**src/rtl/tw_pkg.sv**
```systemverilog
package tw_pkg;
  typedef enum logic [2:0] {
    ST_IDLE,
    ST_DEV,
    ST_WADDR,
    ST_WDATA,
    ST_RDATA
  } tw_state_t;
endpackage

```
**src/rtl/tw_bus_sense.sv**
```systemverilog
module tw_bus_sense #(
  parameter int SYNC_STAGES = 2
) (
  input  logic clk,
  input  logic rst,
  input  logic scl_i,
  input  logic sda_i,
  output logic scl_rise,
  output logic scl_fall,
  output logic start_ev,
  output logic stop_ev,
  output logic sda_lvl
);
  localparam int LAST = SYNC_STAGES - 1;

  logic [LAST:0] scl_q, sda_q;
  logic          scl_p, sda_p;

  always_ff @(posedge clk) begin
    if (rst) begin
      scl_q <= '1;
      sda_q <= '1;
      scl_p <= 1'b1;
      sda_p <= 1'b1;
    end else begin
      scl_q <= {scl_q[LAST-1:0], scl_i};
      sda_q <= {sda_q[LAST-1:0], sda_i};
      scl_p <= scl_q[LAST];
      sda_p <= sda_q[LAST];
    end
  end

  assign sda_lvl  = sda_q[LAST];
  assign scl_rise = scl_q[LAST] & ~scl_p;
  assign scl_fall = ~scl_q[LAST] & scl_p;
  assign start_ev = scl_q[LAST] & scl_p & sda_p & ~sda_q[LAST];
  assign stop_ev  = scl_q[LAST] & scl_p & ~sda_p & sda_q[LAST];
endmodule

```
**src/rtl/tw_store_mem.sv**
```systemverilog
module tw_store_mem #(
  parameter int AW = 8,
  parameter int DW = 8
) (
  input  logic          clk,
  input  logic          we,
  input  logic [AW-1:0] waddr,
  input  logic [DW-1:0] wdata,
  input  logic [AW-1:0] raddr,
  output logic [DW-1:0] rdata
);
  localparam int DEPTH = 1 << AW;

  logic [DW-1:0] cells [DEPTH];

  initial begin
    for (int i = 0; i < DEPTH; i++) cells[i] = '1;
  end

  always_ff @(posedge clk) begin
    if (we) cells[waddr] <= wdata;
    rdata <= cells[raddr];
  end
endmodule

```
**src/rtl/tw_busy_timer.sv**
```systemverilog
module tw_busy_timer #(
  parameter int CYCLES = 5000
) (
  input  logic clk,
  input  logic rst,
  input  logic load,
  output logic busy
);
  localparam int CW = $clog2(CYCLES + 1);
  localparam logic [CW-1:0] C_LOAD = CW'(CYCLES);
  localparam logic [CW-1:0] C_ONE  = CW'(1);

  logic [CW-1:0] cnt;

  always_ff @(posedge clk) begin
    if (rst)              cnt <= '0;
    else if (load)        cnt <= C_LOAD;
    else if (cnt != '0)   cnt <= cnt - C_ONE;
  end

  assign busy = (cnt != '0);
endmodule

```
**src/rtl/tw_store_slave.sv**
```systemverilog
module tw_store_slave
  import tw_pkg::*;
#(
  parameter int          ADDR_W       = 8,
  parameter int          PAGE_W       = 4,
  parameter int          WRITE_CYCLES = 5000,
  parameter int          SYNC_STAGES  = 2,
  parameter logic [3:0]  DEV_CODE     = 4'b1010
) (
  input  logic              clk,
  input  logic              rst,
  input  logic              scl_i,
  input  logic              sda_i,
  input  logic [2:0]        strap_i,
  input  logic              chk_allow_i,
  output logic [ADDR_W-1:0] chk_addr_o,
  output logic              sda_pull_o
);
  localparam int BYTE_W = 8;
  localparam int PAGE_N = 1 << PAGE_W;
  localparam int HI_W   = ADDR_W - PAGE_W;
  localparam logic [ADDR_W-1:0] A_ONE = ADDR_W'(1);
  localparam logic [PAGE_W-1:0] P_ONE = PAGE_W'(1);
  localparam logic [PAGE_W-1:0] P_LAST = PAGE_W'(PAGE_N - 1);

  logic scl_rise, scl_fall, start_ev, stop_ev, sda_lvl;

  tw_bus_sense #(.SYNC_STAGES(SYNC_STAGES)) u_sense (
    .clk(clk), .rst(rst), .scl_i(scl_i), .sda_i(sda_i),
    .scl_rise(scl_rise), .scl_fall(scl_fall),
    .start_ev(start_ev), .stop_ev(stop_ev), .sda_lvl(sda_lvl)
  );

  tw_state_t          state;
  logic [3:0]         bitc;
  logic [BYTE_W-1:0]  rx_sr, tx_sr;
  logic [ADDR_W-1:0]  ptr;
  logic               mack;
  logic [PAGE_N-1:0]  pmask;
  logic               commit_go;
  logic               tmr_busy, busy;

  // commit engine
  logic               wact;
  logic [PAGE_W-1:0]  widx;
  logic [HI_W-1:0]    wbase;
  logic [BYTE_W-1:0]  pbuf [PAGE_N];
  logic               mem_we;
  logic [BYTE_W-1:0]  rd_data;

  tw_busy_timer #(.CYCLES(WRITE_CYCLES)) u_timer (
    .clk(clk), .rst(rst), .load(commit_go), .busy(tmr_busy)
  );

  assign busy   = tmr_busy | wact;
  assign mem_we = wact & pmask[widx];

  tw_store_mem #(.AW(ADDR_W), .DW(BYTE_W)) u_mem (
    .clk(clk), .we(mem_we), .waddr({wbase, widx}), .wdata(pbuf[widx]),
    .raddr(ptr), .rdata(rd_data)
  );

  logic rx_state, ack_ok, ack_slot, end_slot, stage_we;

  assign rx_state = (state == ST_DEV) || (state == ST_WADDR) || (state == ST_WDATA);
  assign ack_slot = scl_fall && (bitc == 4'd8);
  assign end_slot = scl_fall && (bitc == 4'd9);

  always_comb begin
    unique case (state)
      ST_DEV:   ack_ok = (rx_sr[7:4] == DEV_CODE) && (rx_sr[3:1] == strap_i);
      ST_WADDR: ack_ok = 1'b1;
      ST_WDATA: ack_ok = chk_allow_i;
      default:  ack_ok = 1'b0;
    endcase
  end

  assign stage_we = !busy && !start_ev && !stop_ev && (state == ST_WDATA) &&
                    ack_slot && chk_allow_i;

  always_ff @(posedge clk) begin
    if (stage_we) pbuf[ptr[PAGE_W-1:0]] <= rx_sr;
  end

  always_ff @(posedge clk) begin
    if (rst) begin
      state      <= ST_IDLE;
      bitc       <= '0;
      rx_sr      <= '0;
      tx_sr      <= '0;
      ptr        <= '0;
      mack       <= 1'b0;
      pmask      <= '0;
      sda_pull_o <= 1'b0;
      commit_go  <= 1'b0;
    end else begin
      commit_go <= 1'b0;
      if (busy) begin
        state      <= ST_IDLE;
        sda_pull_o <= 1'b0;
      end else if (start_ev) begin
        state      <= ST_DEV;
        bitc       <= '0;
        pmask      <= '0;
        sda_pull_o <= 1'b0;
      end else if (stop_ev) begin
        // the clock rise ahead of a stop counts as bit one
        if (state == ST_WDATA && bitc == 4'd1 && pmask != '0) commit_go <= 1'b1;
        state      <= ST_IDLE;
        sda_pull_o <= 1'b0;
      end else if (rx_state) begin
        if (scl_rise && bitc < 4'd9) begin
          bitc <= bitc + 4'd1;
          if (bitc < 4'd8) rx_sr <= {rx_sr[BYTE_W-2:0], sda_lvl};
        end
        if (ack_slot) begin
          sda_pull_o <= ack_ok;
          if (!ack_ok) state <= ST_IDLE;
          else if (state == ST_WADDR) ptr <= rx_sr[ADDR_W-1:0];
          else if (state == ST_WDATA) begin
            pmask[ptr[PAGE_W-1:0]] <= 1'b1;
            ptr <= {ptr[ADDR_W-1:PAGE_W], ptr[PAGE_W-1:0] + P_ONE};
          end
        end
        if (end_slot) begin
          bitc <= '0;
          sda_pull_o <= 1'b0;
          if (state == ST_DEV && rx_sr[0]) begin
            state      <= ST_RDATA;
            tx_sr      <= rd_data;
            sda_pull_o <= ~rd_data[BYTE_W-1];
          end else if (state == ST_DEV) begin
            state <= ST_WADDR;
          end else begin
            state <= ST_WDATA;
          end
        end
      end else if (state == ST_RDATA) begin
        if (scl_rise && bitc < 4'd9) begin
          bitc <= bitc + 4'd1;
          if (bitc == 4'd8) mack <= ~sda_lvl;
        end
        if (scl_fall) begin
          if (bitc >= 4'd1 && bitc <= 4'd7) begin
            tx_sr      <= {tx_sr[BYTE_W-2:0], 1'b0};
            sda_pull_o <= ~tx_sr[BYTE_W-2];
          end else if (bitc == 4'd8) begin
            sda_pull_o <= 1'b0;
            ptr        <= ptr + A_ONE;
          end else if (bitc == 4'd9) begin
            bitc <= '0;
            if (mack) begin
              tx_sr      <= rd_data;
              sda_pull_o <= ~rd_data[BYTE_W-1];
            end else begin
              state <= ST_IDLE;
            end
          end
        end
      end
    end
  end

  always_ff @(posedge clk) begin
    if (rst) begin
      wact  <= 1'b0;
      widx  <= '0;
      wbase <= '0;
    end else if (commit_go) begin
      wact  <= 1'b1;
      widx  <= '0;
      wbase <= ptr[ADDR_W-1:PAGE_W];
    end else if (wact) begin
      widx <= widx + P_ONE;
      if (widx == P_LAST) wact <= 1'b0;
    end
  end

  assign chk_addr_o = ptr;
endmodule

```
**config.mk**
```make
export PLATFORM = sky130hd
export DESIGN_NAME = tw_store_slave
export DESIGN_NICKNAME = d
export VERILOG_FILES = /design/src/rtl/tw_pkg.sv /design/src/rtl/tw_bus_sense.sv /design/src/rtl/tw_store_mem.sv /design/src/rtl/tw_busy_timer.sv /design/src/rtl/tw_store_slave.sv
export SDC_FILE = /design/constraint.sdc
export NUM_CORES = 2
export LEC_CHECK = 0
export BUFFER_PORTS_ARGS = -buffer_cell sky130_fd_sc_hd__buf_2
export CORE_MARGIN = 2
export CORE_UTILIZATION = 40
export CTS_CLUSTER_DIAMETER = 50
export DETAILED_ROUTE_END_ITERATION = 8
export PLACE_DENSITY_LB_ADDON = 0.1
export SKIP_CTS_REPAIR_TIMING = 1
export SYNTH_ARGS = -nofsm -noshare
export SYNTH_HDL_FRONTEND = slang
export SYNTH_SLANG_ARGS = --single-unit
export TNS_END_PERCENT = 1
```
**constraint.sdc**
```tcl
create_clock -name clk -period 3.8 [get_ports clk]
set_input_delay 0.76 -clock clk [delete_from_list [all_inputs] [get_ports clk]]
set_output_delay 0.76 -clock clk [all_outputs]
set_load 0.005 [all_outputs]
```
==> impl_metrics.csv <==
group,metric,value,unit
placed_design,dp_cells,7601,
yosys,netlist_instances,4508,
yosys,synth_top_flop_cell,"edfxtp_1",
placed_design,post-place-ws,0.0175,ns
yosys,ys_seq_elements,2265,
yosys,syn_area,88800,sq um
run_status,outcome,"finished clean",
floorplan,fp-row-count,172,
routing,via_per_inst,5.82,
final_layout,layout_common_cells,"edfxtp_1, mux4_2, nor2_1",
critical_path,path_max_fanout,32,
global_route,grt_antenna_before_repair,9,
routing,ant_nets,0,
sta,period_minus_slack,3.69,ns
clocking,tritoncts,"built",
final_layout,fillers,18500,
clocking,clockBufferDepth,4,
routing,first_iter_violations,5063,
global_route,grt_pass1_vias,47100,
clocking,cts.sinks,2265,
floorplan,die_width,475,um
clocking,cts.htree.levels,5,
critical_path,worstSetupPathType,"register to register",
clocking,root_buffer,"clkbuf_16",
routing,wl_met3,17300,um
critical_path,start_kind,"register",
sta,finalCritPeriodShare,97.0,%
sta,tns,0,ns
sta,setup_viol,0,
floorplan,dieArea,226000,sq um
global_route,grt_max_degree,194,
job,maxCapViolCount,0,
sta,max-slew-margin-rel,19.4,%
power_and_ir_drop,p_leak,32.2,nW
routing,vias,47000,
yosys,synth_edf_count,2176,
routing,drc,0,
sta,max_freq,271,MHz
placed_design,portBuffers,16,
critical_path,end_kind,"register",
routing,wl_met1,118000,um
sta,setup_ws,0.113,ns
critical_path,arrival,4.50,ns
final_layout,fin_cells,8086,
sta,tightest_slew,1.21,ns
routing,wl_per_cell,33.2,um
floorplan,start_util,40.3,%
yosys,syn-num-nets,4529,
global_route,overflow,0,
clocking,clkLatencyLatePin,0.93,ns
sta,hold_viol_final,0,
global_route,track_usage,23.8,%
final_layout,layout-drive-gt1-share,26.5,%
final_layout,final_util,47.0,%
clocking,numCtsBuffers,287,
yosys,async_flop_share,0,%
final_layout,nets,4953,
yosys,ys_types,86,
power_and_ir_drop,power_density,517,nW/um^2
global_route,grt_pass1_wl,376000,um
routing,first_pass_iters,5,
placed_design,hpwl,170000,um
floorplan,die-height,475,um
routing,topRoutingLayerUsed,"met5",
yosys,syn_avg_cell_area,19.7,sq um
routing,wl,269000,um
power_and_ir_drop,ir_worst_vdd,0.545,mV
clocking,clkSlewWorstSetupHoldPaths,0.06,ns
power_and_ir_drop,total_power,53.5,mW
final_layout,syn2layout_area_growth,16.5,%
placed_design,gp_congestion,0.848,
critical_path,cp.required,4.61,ns
sta,finClkSkew,0.0550,ns
sta,final_max_slew_viol_count,0,
sta,rsz0062_at_grt,"false",
floorplan,core_region_area,220000,sq um
yosys,yosys_warnings,0,
routing,wl_met2,125000,um
final_layout,final_common_cell,"edfxtp_1",
floorplan,io_pins,17,
yosys,yosysSeqAreaShare,75.6,%
hold_path,hold_path_class,"input port to register",
[per-layer routing]
layer / vias up / GRT usage [%]
li1: 19300 / -
met1: 25500 / 34.3
met2: 1744 / 36.8
met3: 487 / 4.07
met4: 2 / 7.90
met5: - / 0
[cell usage after synthesis, types with 5 or more instances]
cell | n | area (sq um)
edfxtp_1 | 2176 | 65300
mux4_2 | 486 | 10900
nor2_1 | 403 | 1510
mux2i_1 | 204 | 2040
nand2_1 | 199 | 747
dfxtp_1 | 89 | 1780
clkbuf_1 | 82 | 308
a21oi_1 | 73 | 365
o22ai_1 | 64 | 400
o21ai_0 | 62 | 310
buf_4 | 59 | 443
buf_2 | 55 | 275
buf_6 | 45 | 507
a211oi_1 | 39 | 293
nand3_1 | 37 | 185
a31oi_1 | 33 | 206
a22oi_1 | 32 | 240
inv_1 | 24 | 90.1
nor2b_1 | 22 | 138
nor3_1 | 21 | 105
and3_1 | 18 | 113
o221ai_1 | 18 | 158
a2111oi_0 | 16 | 140
a221oi_1 | 16 | 140
nand4_1 | 14 | 87.6
ha_1 | 13 | 163
buf_1 | 12 | 45.0
nor4_1 | 12 | 75.1
xor2_1 | 12 | 105
nand2b_1 | 9 | 56.3
xnor2_1 | 9 | 78.8
or2_2 | 8 | 50.1
and2_1 | 7 | 43.8
mux2_2 | 7 | 78.8
nand3b_1 | 7 | 52.6
o31ai_1 | 7 | 52.6
a32o_1 | 6 | 60.1
a32oi_1 | 6 | 52.6
o41ai_1 | 6 | 52.6
a41oi_1 | 5 | 43.8
or3_1 | 5 | 31.3
[stage by stage]
stage | hold WS [ns] | cell area [sq um]
floorplan | 0.389 | 88800
global placement | 0.405 | 94600
detailed placement | 0.402 | 94600
CTS | -0.0114 | 103000
global route | 0.0301 | 103000
finish | 0.0498 | 104000
[worst max-delay path, stage by stage (launching register included)]
cell      delay (ns)
dfxtp_4         0.78
buf_12          0.32
buf_4           0.22
mux4_2          0.20
mux2i_1         0.10
o21ai_0         0.56
nor3_1          0.12
nor4_1          0.82
buf_4           0.24
a311oi_1        0.04
o32ai_1         0.15
[cell families after synthesis]
logic type	share of synthesized area (%)
DFF	75.6
muxes	14.7
adders and majority gates	0.183
AOI/OAI and AO/OA	3.38
and+or+nand+nor	3.91
buffers and inverters	2.03
xor gates and xnor gates	0.207
[sequential cells by signal, indices dropped and copies added (netlist names), 3 cells and up, named ones only]
name / cells
bitc: 4
chk_addr_o: 8
pbuf: 128
pmask: 16
rx_sr: 8
state: 3
tx_sr: 7
u_mem.cells: 2048
u_mem.rdata: 8
u_timer.cnt: 13
wbase: 4
widx: 4
[where the power goes]
part | switching (mW) | leakage [nW] | total [mW] | internal [mW]
logic | 0.235 | 7.54 | 0.405 | 0.170
registers | 0.0544 | 20.3 | 27.0 | 27.0
clock network | 10.3 | 4.34 | 26.1 | 15.7
total | 10.6 | 32.2 | 53.5 | 42.9
[layout make-up]
cell class	count	area, sq um	area share (%)
clock buffer	338	7540	7.29
antenna	8	20.0	0.0193
multi-input combinational	1957	20000	19.3
sequential	2265	67100	64.9
clock inverter	139	1370	1.33
inverter	25	101	0.0979
tap	2958	3700	3.58
timing repair buffer	396	3610	3.49
[final timing paths]
| check | from | to | slack [ns] | depth (start not counted) |
|---|---|---|---|---|
| hold reg to reg | u_sense.sda_q[0] | u_sense.sda_q[1] | 0.42 | 1 |
| setup reg to reg | chk_addr_o[1] | u_mem.rdata[6] | 0.11 | 10 |
| setup / recovery | chk_addr_o[1] | u_mem.rdata[6] | 0.11 | 10 |
| hold / removal | sda_i | u_sense.sda_q[0] | 0.05 | 2 |
Power figures use the tool's default switching activity.
